$ cat config.mk
export PLATFORM = sky130hd
export DESIGN_NAME = strip_ctl
export DESIGN_NICKNAME = d
export VERILOG_FILES = /design/src/rtl/fs_pkg.sv /design/src/rtl/strip_count.sv /design/src/rtl/strip_decide.sv /design/src/rtl/token_gate.sv /design/src/rtl/strip_ctl.sv
export SDC_FILE = /design/constraint.sdc
export NUM_CORES = 1
export LEC_CHECK = 0
export BUFFER_PORTS_ARGS = -buffer_cell sky130_fd_sc_hd__buf_2
export CAP_MARGIN = 15
export CORE_UTILIZATION = 50
export DETAILED_ROUTE_END_ITERATION = 12
export PLACE_DENSITY = 0.72
export SYNTH_ARGS = -nofsm -noshare
export SYNTH_HDL_FRONTEND = slang
export SYNTH_HIERARCHICAL = 1
export SYNTH_SLANG_ARGS = --single-unit
$ cat constraint.sdc
create_clock -name clk -period 4 [get_ports clk]
set_input_delay 0.2 -clock clk [delete_from_list [all_inputs] [get_ports clk]]
set_output_delay 0.2 -clock clk [all_outputs]
set_load 0.05 [all_outputs]
$ cat src/rtl/fs_pkg.sv
package fs_pkg;

    typedef enum logic [1:0] {
        FT_NORMAL = 2'b00,
        FT_VOID   = 2'b01,
        FT_TOKEN  = 2'b10,
        FT_RSVD   = 2'b11
    } ftype_e;

    typedef struct packed {
        logic   sof;
        logic   eof;
        logic   ok;
        logic   sa_hit;
        ftype_e kind;
    } rx_evt_t;

    typedef enum logic [1:0] {
        CNT_HOLD,
        CNT_UP,
        CNT_DOWN,
        CNT_CLEAR
    } cnt_op_e;

    // clear beats everything; simultaneous up and down cancel
    function automatic cnt_op_e pick_op(logic up, logic down, logic clr);
        cnt_op_e op;
        if (clr)              op = CNT_CLEAR;
        else if (up && down)  op = CNT_HOLD;
        else if (up)          op = CNT_UP;
        else if (down)        op = CNT_DOWN;
        else                  op = CNT_HOLD;
        return op;
    endfunction

    function automatic logic is_token(ftype_e k);
        return k == FT_TOKEN;
    endfunction

endpackage

$ cat src/rtl/strip_count.sv
module strip_count
    import fs_pkg::*;
#(
    parameter int CNT_W = 10
) (
    input  logic             clk,
    input  logic             rst,
    input  cnt_op_e          op,
    output logic [CNT_W-1:0] cnt
);
    localparam logic [CNT_W-1:0] CNT_MAX  = {CNT_W{1'b1}};
    localparam logic [CNT_W-1:0] CNT_ZERO = '0;
    localparam logic [CNT_W-1:0] CNT_ONE  = {{(CNT_W-1){1'b0}}, 1'b1};

    logic [CNT_W-1:0] cnt_q;

    always_ff @(posedge clk) begin
        if (rst) begin
            cnt_q <= CNT_ZERO;
        end else begin
            unique case (op)
                CNT_CLEAR: cnt_q <= CNT_ZERO;
                CNT_UP:    if (cnt_q != CNT_MAX)  cnt_q <= cnt_q + CNT_ONE;
                CNT_DOWN:  if (cnt_q != CNT_ZERO) cnt_q <= cnt_q - CNT_ONE;
                default:   cnt_q <= cnt_q;
            endcase
        end
    end

    assign cnt = cnt_q;
endmodule

$ cat src/rtl/strip_decide.sv
module strip_decide
    import fs_pkg::*;
(
    input  logic    clk,
    input  logic    rst,
    input  rx_evt_t evt,
    input  logic    cnt_nz,
    output logic    strip,
    output logic    dec_req,
    output logic    clr_req
);
    logic   in_frame_q;
    logic   strip_q;
    logic   own_q;
    ftype_e kind_q;
    logic   frame_end;
    logic   own_void;

    assign frame_end = evt.eof && in_frame_q;
    assign own_void  = own_q && (kind_q == FT_VOID);
    assign clr_req   = frame_end && evt.ok && own_void;
    assign dec_req   = frame_end && evt.ok && strip_q && !own_void;

    always_ff @(posedge clk) begin
        if (rst) begin
            in_frame_q <= 1'b0;
            strip_q    <= 1'b0;
            own_q      <= 1'b0;
            kind_q     <= FT_NORMAL;
        end else if (evt.sof) begin
            in_frame_q <= 1'b1;
            kind_q     <= evt.kind;
            own_q      <= 1'b0;
            strip_q    <= cnt_nz && !is_token(evt.kind);
        end else if (frame_end) begin
            in_frame_q <= 1'b0;
            strip_q    <= 1'b0;
            own_q      <= 1'b0;
        end else if (evt.sa_hit && in_frame_q && !is_token(kind_q)) begin
            strip_q    <= 1'b1;
            own_q      <= 1'b1;
        end
    end

    assign strip = strip_q;
endmodule

$ cat src/rtl/token_gate.sv
module token_gate (
    input  logic clk,
    input  logic rst,
    input  logic frame_sent,
    input  logic void_sent,
    input  logic token_sent,
    output logic release_ok
);
    logic ok_q;

    always_ff @(posedge clk) begin
        if (rst)                       ok_q <= 1'b0;
        else if (frame_sent || token_sent) ok_q <= 1'b0;
        else if (void_sent)            ok_q <= 1'b1;
    end

    assign release_ok = ok_q;
endmodule

$ cat src/rtl/strip_ctl.sv
module strip_ctl
    import fs_pkg::*;
#(
    parameter int CNT_W = 10
) (
    input  logic             clk,
    input  logic             rst,
    input  logic             tx_frame_sent,
    input  logic             tx_void_sent,
    input  logic             tx_token_sent,
    input  logic             rx_sof,
    input  logic [1:0]       rx_kind,
    input  logic             rx_sa_hit,
    input  logic             rx_eof,
    input  logic             rx_ok,
    output logic             strip,
    output logic [CNT_W-1:0] pend_cnt,
    output logic             token_ok
);
    rx_evt_t          evt;
    cnt_op_e          op;
    logic             dec_req;
    logic             clr_req;
    logic [CNT_W-1:0] cnt_w;

    always_comb begin
        evt.sof    = rx_sof;
        evt.eof    = rx_eof;
        evt.ok     = rx_ok;
        evt.sa_hit = rx_sa_hit;
        evt.kind   = ftype_e'(rx_kind);
    end

    assign op = pick_op(tx_frame_sent, dec_req, clr_req);

    strip_count #(.CNT_W(CNT_W)) u_count (
        .clk (clk),
        .rst (rst),
        .op  (op),
        .cnt (cnt_w)
    );

    strip_decide u_decide (
        .clk     (clk),
        .rst     (rst),
        .evt     (evt),
        .cnt_nz  (|cnt_w),
        .strip   (strip),
        .dec_req (dec_req),
        .clr_req (clr_req)
    );

    token_gate u_gate (
        .clk        (clk),
        .rst        (rst),
        .frame_sent (tx_frame_sent),
        .void_sent  (tx_void_sent),
        .token_sent (tx_token_sent),
        .release_ok (token_ok)
    );

    assign pend_cnt = cnt_w;
endmodule

* Word-level counts from Yosys, hierarchy flattened
Cells that the tools add are included.
Word-level totals: register bits 16, input port bits 11, logic and storage cells 51
Cells by class: add/sub/neg operators 2, equal/unequal tests 9, multiplexer cells 12, reductions and logical operators 22
Operator list (number):
- 10-bit case mux with 3 select lines | 1
- 10-bit 2-to-1 mux | 2
- 10-bit by 1-bit adder with 10-bit output, second input constant | 1
- 1-bit logical AND | 10
- 10-bit inequality test, second input constant | 1
- 10-bit nonzero test | 1
- 10-bit OR reduction | 1
- 10-bit by 1-bit subtractor with 10-bit output, second input constant | 1
- 2-bit == test, second input constant | 4
- 2-bit 2-to-1 mux | 4
- 3-bit nonzero test | 2
- 1-bit 2-to-1 mux | 5
- 2-bit by 1-bit == test with 1-bit output, second input constant | 2
- 2-bit by 1-bit inequality test with 1-bit output, second input constant | 2
- 1-bit zero test | 3
- 3-bit AND reduction | 1
- 3-bit OR reduction | 1
- 2-bit nonzero test | 1
- 2-bit OR reduction | 1
- 1-bit logical OR | 1

* Logic depth before layout (Yosys ltp)
Gate-level depths: netlist (run 1).
word-level depth 11, depth in mapped cells 16, depth with buffers taken out 14

* Modules after synthesis
Netlist (run 1), hierarchy kept.
Modules (own cells, without submodules):
- strip_count | instances 1, cells an instance 144, area each 1121.1 um^2, seq. area each 200.2 um^2
- strip_decide | instances 1, cells an instance 25, area each 216.5 um^2, seq. area each 100.1 um^2
- strip_ctl | instances 1, cells an instance 7, area each 40.0 um^2, seq. area each 0.0 um^2
- token_gate | instances 1, cells an instance 3, area each 36.3 um^2, seq. area each 20.0 um^2

* Least setup slack after synthesis (run 1)
OpenSTA, ideal clock, no wires.
kind register to register, start point register u_decide.strip_q, in the netlist u_decide/strip, end point register u_count.cnt_q[8], in the netlist u_count/cnt[8], setup time 74 ps, data arrival time 3016 ps, required time 3926 ps, setup slack 910 ps, stages on the path, launching flop included 16, path buffers 2, clock period less this slack 3090 ps, cells stage by stage dfxtp_1 -> nand2_1 -> nor2_1 -> o21bai_1 -> inv_1 -> ha_1 -> buf_4 -> buf_4 -> xor2_1 -> ha_1 -> nand3b_1 -> o211ai_1 -> a31oi_4 -> mux2i_1 -> or4_1 -> a31oi_1
RTL lines:
- start, declared | RTL line strip_decide.sv:13 | logic strip_q;
- start signal, assigned | RTL line strip_decide.sv:34 | strip_q <= cnt_nz && !is_token(evt.kind);
- 1-bit logical AND * (2 in series) | RTL line strip_decide.sv:22 | assign dec_req = frame_end && evt.ok && strip_q && !own_void;
- net dec_req | RTL line strip_ctl.sv:22 | logic dec_req;
- 1-bit logical AND * | RTL line fs_pkg.sv:29 | else if (up && down) op = CNT_HOLD;
- 2-bit 2-to-1 mux * | RTL line fs_pkg.sv:29
- 2-bit 2-to-1 mux * | RTL line fs_pkg.sv:28 | if (clr) op = CNT_CLEAR;
- net op[0] | RTL line strip_ctl.sv:21 | cnt_op_e op;
- 2-bit == test or 2-bit by 1-bit == test with 1-bit output (tied branches) | RTL line strip_count.sv:21 | unique case (op)
- 2-bit by 1-bit inequality test with 1-bit output (no source line) or 3-bit nonzero test (tied branches)
- 3-bit AND reduction (no source line)
- end signal, assigned | RTL line strip_count.sv:23 | CNT_UP: if (cnt_q != CNT_MAX) cnt_q <= cnt_q + CNT_ONE;
- end signal, assigned | RTL line strip_count.sv:24 | CNT_DOWN: if (cnt_q != CNT_ZERO) cnt_q <= cnt_q - CNT_ONE;
- end signal, assigned | RTL line strip_count.sv:25 | default: cnt_q <= cnt_q;
- end, declared | RTL line strip_count.sv:15 | logic [CNT_W-1:0] cnt_q;
Mark *: on every way through the listed nets, which the timed path passes. The rest lies on a longest branch. A chain may end at the register's enable or synchronous reset.

* Worst setup path in the final report (run 1)
start point register u_decide.in_frame_q, end point register u_count.cnt_q[8], in the netlist u_count/cnt[8]
RTL lines:
- start, declared | RTL line strip_decide.sv:12 | logic in_frame_q;
- start signal, assigned | RTL line strip_decide.sv:26 | in_frame_q <= 1'b0;
- start signal, assigned | RTL line strip_decide.sv:31 | in_frame_q <= 1'b1;
- start signal, assigned | RTL line strip_decide.sv:36 | in_frame_q <= 1'b0;
- 1-bit logical AND * | RTL line strip_decide.sv:19 | assign frame_end = evt.eof && in_frame_q;
- 1-bit logical AND * (3 in series) | RTL line strip_decide.sv:22
- net dec_req | RTL line strip_ctl.sv:22
- 1-bit logical AND * | RTL line fs_pkg.sv:29
- 2-bit 2-to-1 mux * | RTL line fs_pkg.sv:29
- 2-bit 2-to-1 mux * | RTL line fs_pkg.sv:28
- net op[0] | RTL line strip_ctl.sv:21
- 2-bit == test or 2-bit by 1-bit == test with 1-bit output (tied branches) | RTL line strip_count.sv:21
- 2-bit by 1-bit inequality test with 1-bit output (no source line) or 3-bit nonzero test (tied branches)
- 3-bit AND reduction (no source line)
Marks and branches as above.

==> flow_summary_export.csv, run 1 <==
group,metric,value,unit
yosys,syn_nets,196,
cells_and_area,layout.nets,210,
sta,min_period_over_period,0.862,
yosys,syn_inst,179,
setup_path,cp_max_fo,22,
floorplanning,fp.dieW,55.2,µm
yosys,synth-seq-cells,16,
sta,fin_tns_setup,0,ns
floorplanning,initial_core_util,0.551,
sta,clock_skew,0.00224,ns
yosys,synth_cell_types,58,
yosys,async_reset_ff_frac,0,
clock_network,numCtsBuffers,3,
setup_path,cp_data_arrival_time,3.67,ns
drt,top_layer_used,"met4",
cells_and_area,diodes,0,
placement,post-place-ws,0.658,ns
setup_path,crit_type,"reg -> reg",
setup_path,slowest_delay,0.70,ns
setup_path,cp.depth,13,
setup_path,worst_setup_path_end_kind,"flop",
setup_path,crit_slowest_cell,"ha_1",
drt,met2_length,1720,µm
clock_network,clk_pin_slew,0.09,ns
pwr,power.density,199,nW/µm²
drt,met3_length,272,µm
yosys,synth.top_cells.by_area,"dfxtp_1, ha_1, nor2_1, nand2_1, a21oi_1",
drt,antenna_left,0,
clock_network,clk_path_buf_depth,2,
yosys,synth_top_area_frac,0.227,
sta,worst-slew-pin-transition,0.817,ns
placement,place.gp.congestion,0.907,
clock_network,cts_setup_buffers,0,
placement,dpl.cell_count,218,
floorplanning,io-pin-count,23,
drt,drt_iter0_drc,73,
hold_path,min_path_cells,2,
sta,period_minus_slack,3.45,ns
sta,finalWorstSetupSlack,0.553,ns
placement,portBuffers,22,
hold_path,hold_path.class,"in -> reg",
setup_path,required,4.22,ns
cells_and_area,fillCellCount,249,
global_routing,track_usage,0.257,
yosys,yosys-top-cells-count,"dfxtp_1, nor2_1, nand2_1",
drt,drc_errors,0,
clock_network,ctsHoldBuffers,0,
sta,slew_headroom,0.455,
sta,setup_viol,0,
drt,via_count,1405,
clock_network,post_cts_resized,0,
sta,grt_setup_unrepaired,"no",
setup_path,rr_worst_depth,13,
setup_path,crit_path_frequent_cell,"ha_1",
placement,dp_hpwl,2600,µm
global_routing,grt_start_max_net_pins,23,
global_routing,antenna_found_initial,0,
floorplanning,rows,18,
global_routing,grt_pass1_vias,1174,
yosys,synth_ff_type,"dfxtp_1",
clock_network,cts-htree-levels,1,
yosys,syn_avg_cell_area,7.90,µm²
yosys,synth-edff-count,0,
setup_path,crit_buf_inv,1,
drt,routed_wl,3630,µm
flow_run,drv_cap,0,
drt,met1Wirelength,1600,µm
clock_network,cts_sinks,16,
yosys,ys_warn_count,6,
cells_and_area,final_core_util,0.583,
cells_and_area,drive_above_1_share,0.188,
floorplanning,dieHeight,55.2,µm
clock_network,tritoncts,"done",
floorplanning,core-area,2570,µm²
setup_path,crit_family,"adder cells",
sta,slew_violations,0,
sta,hold_viol_final,0,
floorplanning,design.die.area,3040,µm²
status,outcome,"completed",
setup_path,path_cells,"nand3_1 > nor2_1 > o21bai_1 > inv_1 > ha_1 > xor2_1 > ha_1 > nand3b_1 > o211ai_1 > a31oi_4 > mux2i_1 > or4_1 > a31oi_1",
global_routing,grt_overflow,0,
yosys,synth.largest_area_cell,"dfxtp_1",
sta,fmax,0.290,GHz
yosys,syn_area,1410,µm²
clock_network,cts-root-buf,"clkbuf_4",
yosys,yosysSeqAreaShare,0.227,
global_routing,grt_pass1_wl,5510,µm
clock_network,clk_latency,0.28,ns
drt,routed_via_density,6.36,
drt,drt-wirelength-per-cell,16.4,µm
drt,first_pass_iters,5,
setup_path,critPathLaunchType,"flop",
cells_and_area,syn_to_final_growth,5.84,%
pwr,ir_worst_vdd,0.000234,V
cells_and_area,finalNonFillerCells,221,
pwr,leakagePower,0.605,nW
==> per-stage QoR <==
step | hold slack, ns | area (µm²) | power (W)
finish | 0.0722 | 1500 | 0.000298
global route | 0.0555 | 1500 | 0.000311
CTS | 0.0708 | 1500 | 0.000300
detailed placement | 0.377 | 1470 | 0.000216
global placement | 0.368 | 1470 | 0.000214
floorplan | 0.270 | 1410 | 0.000200
==> kinds of logic (layout without fill, tap and decap cells) <==
| group | Yosys count | after routing | synth area share |
|---|---|---|---|
| compound gates | 50 | 50 | 0.265 |
| mux | 3 | 3 | 0.0212 |
| flops | 16 | 16 | 0.227 |
| buf+inv | 22 | 34 | 0.0858 |
| xor+xnor | 5 | 5 | 0.0310 |
| simple gates | 77 | 77 | 0.318 |
| fa+ha+maj | 6 | 6 | 0.0531 |
==> cell usage in the layout, fill, tap and decap left out, types with 4 or more instances in the layout <==
master	n
nor3_1	4
nor2_1	16
a21o_1	4
nand2_1	15
buf_2	22
dfxtp_1	16
nor4_1	4
nand3_1	8
a31oi_1	5
inv_1	8
ha_1	6
a21oi_1	8
o21ai_0	8
nand3b_1	5
==> layout make-up <==
cell class                      instances  area (µm²)  area share
Tap cell                               30        37.5      0.0251
Multi-Input combinational cell        141         972       0.650
Clock buffer                            3        22.5      0.0151
Sequential cell                        16         320       0.214
Timing Repair Buffer                   22         110      0.0736
Inverter                                9        33.8      0.0226
==> flip-flops by register name (all words and copies together) (netlist names) <==
| name | flops |
|---|---|
| u_decide/in_frame_q | 1 |
| u_decide/kind_q | 2 |
| u_count/cnt | 10 |
| u_decide/strip | 1 |
| u_gate/release_ok | 1 |
| u_decide/own_q | 1 |
==> worst paths after layout <==
check | start | to | slack [ns]
setup reg to reg | u_decide/in_frame_q$_SDFFE_PP0P_ | u_count/cnt[8]$_SDFFE_PP0P_ | 0.55
setup / recovery | u_decide/in_frame_q$_SDFFE_PP0P_ | u_count/cnt[8]$_SDFFE_PP0P_ | 0.55
hold reg to reg | u_gate/release_ok$_SDFFE_PP0P_ | u_gate/release_ok$_SDFFE_PP0P_ | 0.51
hold / removal | tx_token_sent | u_gate/release_ok$_SDFFE_PP0P_ | 0.07
==> routing by layer <==
| layer | track usage | vias up |
|---|---|---|
| met4 | 0.0542 | 0 |
| met5 | 0 | - |
| met1 | 0.343 | 647 |
| met3 | 0.0601 | 4 |
| met2 | 0.418 | 71 |
| li1 | - | 683 |
==> where the power goes <==
group          switching, W  internal [W]  total (W)  leakage (nW)
sequential       0.00000484      0.000163   0.000168         0.130
combinational     0.0000288     0.0000158  0.0000446         0.461
clock             0.0000507     0.0000350  0.0000856        0.0138
Power figures use the tool's default switching activity.
==> run 2: changes to the inputs <==
--- a/config.mk
+++ b/config.mk
@@ -7,6 +7,7 @@
 export LEC_CHECK = 0
 export BUFFER_PORTS_ARGS = -buffer_cell sky130_fd_sc_hd__buf_2
 export CAP_MARGIN = 15
+export CORE_MARGIN = 5
 export CORE_UTILIZATION = 50
 export DETAILED_ROUTE_END_ITERATION = 12
 export PLACE_DENSITY = 0.72
==> run 2 against run 1 <==
  * Sequential share of layout area fell by 0.21 points
  * Routed wire length up 0.99%
  * Register-to-register slack gained 0.06 ns
  * Cell area up 1.0%
  * Core utilization shrank 3.0 points
  * Power rose by 7.0%
  * Non-clock buffer count unchanged
  * Critical path depth increased by 1
  * Critical endpoint unchanged
  * Largest cell class unchanged
==> flow_summary_export.csv, run 2 (synthesis results as in run 1) <==
group,metric,value,unit
sta,slew_headroom,0.450,
floorplanning,rows,19,
floorplanning,fp.dieW,63.2,µm
placement,post-place-ws,0.655,ns
clock_network,post_cts_resized,0,
cells_and_area,layout_commonest_cell,"buf_2",
global_routing,grt_pass1_vias,1323,
clock_network,cts-root-buf,"clkbuf_4",
clock_network,numCtsBuffers,3,
placement,place.gp.congestion,0.852,
drt,routed_wl,3670,µm
cells_and_area,final_cell_mix,"buf_2, nor2_1, dfxtp_1",
drt,antenna_left,0,
setup_path,crit_type,"reg -> reg",
setup_path,critPathLaunchType,"flop",
sta,finalWorstSetupSlack,0.616,ns
drt,drt_iter0_drc,84,
sta,grt_setup_unrepaired,"no",
clock_network,tritoncts,"done",
drt,first_pass_iters,4,
clock_network,clk_pin_slew,0.10,ns
status,outcome,"completed",
hold_path,hold_path.class,"in -> reg",
global_routing,grt_overflow,0,
cells_and_area,syn_to_final_growth,6.90,%
sta,worst-slew-pin-transition,0.825,ns
cells_and_area,diodes,0,
flow_run,drv_cap,0,
hold_path,min_path_cells,2,
setup_path,rr_worst_depth,14,
clock_network,cts_setup_buffers,0,
cells_and_area,largest_reg_flops,10,
floorplanning,dieHeight,63.2,µm
floorplanning,io-pin-count,23,
drt,routed_via_density,6.26,
pwr,ir_worst_vdd,0.000283,V
hold_path,min_to,"u_gate/release_ok$_SDFFE_PP0P_",
cells_and_area,drive_above_1_share,0.193,
sta,min_period_over_period,0.846,
clock_network,clk_path_buf_depth,2,
clock_network,cts-htree-levels,1,
cells_and_area,stdcell_area,1510,µm²
setup_path,reg2reg_slack,0.62,ns
placement,placed_area,1480,µm²
sta,fmax,0.296,GHz
placement,dp_hpwl,2700,µm
hold_path,min_from,"tx_token_sent",
sta,slew_violations,0,
global_routing,grt_pass1_wl,6290,µm
global_routing,met3_usage,0.0480,
global_routing,grt_start_max_net_pins,23,
global_routing,met2_usage,0.319,
sta,hold_viol_final,0,
cells_and_area,layout.nets,210,
floorplanning,core-area,2730,µm²
sta,clock_skew,0.00815,ns
sta,whs,0.0707,ns
setup_path,cp_max_fo,22,
setup_path,cp_data_arrival_time,3.61,ns
global_routing,grt.met1_usage,0.238,
sta,setup_viol,0,
clock_network,clk_latency,0.29,ns
floorplanning,initial_core_util,0.517,
drt,drc_errors,0,
setup_path,required,4.22,ns
clock_network,ctsHoldBuffers,0,
global_routing,grt.busiest_layer,"met2",
sta,period_minus_slack,3.38,ns
global_routing,antenna_found_initial,0,
setup_path,worst_setup_path_end_kind,"flop",
drt,via_count,1396,
clock_network,cts_sinks,16,
cells_and_area,fillCellCount,284,
setup_path,reg2reg_to,"u_count/cnt[8]$_SDFFE_PP0P_",
global_routing,track_usage,0.189,
pwr,leakagePower,0.612,nW
setup_path,regToRegStartpoint,"u_decide/kind_q[1]$_SDFFE_PP0P_",
pwr,power.density,211,nW/µm²
placement,portBuffers,22,
sta,fin_tns_setup,0,ns
drt,drt-wirelength-per-cell,16.4,µm
floorplanning,design.die.area,3990,µm²
[run 2: cell types whose count changed in the layout (fill, tap and decap cells not counted)]
| cell | before | now |
|---|---|---|
| clkbuf_8 | 0 | 1 |
[run 2: worst max path at each step]
stage,end,depth (start not counted),slack (ns),startpoint
after detailed placement,u_count/cnt[8]$_SDFFE_PP0P_,14,0.65,u_decide/kind_q[1]$_SDFFE_PP0P_
final,u_count/cnt[8]$_SDFFE_PP0P_,14,0.62,u_decide/kind_q[1]$_SDFFE_PP0P_
after global routing,u_count/cnt[7]$_SDFFE_PP0P_,11,0.37,u_decide/in_frame_q$_SDFFE_PP0P_
after CTS,u_count/cnt[8]$_SDFFE_PP0P_,14,0.64,u_decide/kind_q[1]$_SDFFE_PP0P_
after floorplan,u_count/cnt[8]$_SDFFE_PP0P_,15,0.91,u_decide/strip$_SDFFE_PP0P_
after global placement,u_count/cnt[7]$_SDFFE_PP0P_,11,0.85,u_decide/in_frame_q$_SDFFE_PP0P_
[run 2: worst max-delay path: stages, from the launching register on]
cell and delay [ns]:
dfxtp_1 0.36, nand3b_1 0.13, nand2_1 0.06, nor2_1 0.12, o21bai_1 0.10, inv_1 0.11, ha_1 0.71, xor2_1 0.20
ha_1 0.25, nand3b_1 0.10, o211ai_1 0.28, a31oi_4 0.07, mux2i_1 0.17, or4_1 0.47, a31oi_1 0.18
[run 2: final cells by class]
cell class / count / area (µm²) / area share
clock buffer: 4 / 36.3 / 0.0240
inverter: 9 / 33.8 / 0.0224
multi-input combinational: 141 / 972 / 0.643
sequential: 16 / 320 / 0.212
tap: 31 / 38.8 / 0.0257
timing repair buffer: 22 / 110 / 0.0728
[run 2: per-stage QoR]
stage          utilization  power [W]  instances
2_1_floorplan            -   0.000200        179
3_3_place_gp         0.540   0.000215        219
3_5_place_dp         0.540   0.000216        219
4_1_cts              0.553   0.000323        223
5_1_grt              0.553   0.000340        223
6_report             0.553   0.000319        223
[run 2: power by group]
group | switching [W] | internal [W] | total, W
Combinational | 0.0000287 | 0.0000159 | 0.0000446
Sequential | 0.00000499 | 0.000163 | 0.000168
Clock | 0.0000508 | 0.0000554 | 0.000106
Total | 0.0000845 | 0.000235 | 0.000319
[run 2: per-layer routing]
layer	vias to the layer above	part of all wire
met4	0	0.0093
li1	688	-
met3	4	0.061
met1	655	0.43
met5	-	0
met2	49	0.50
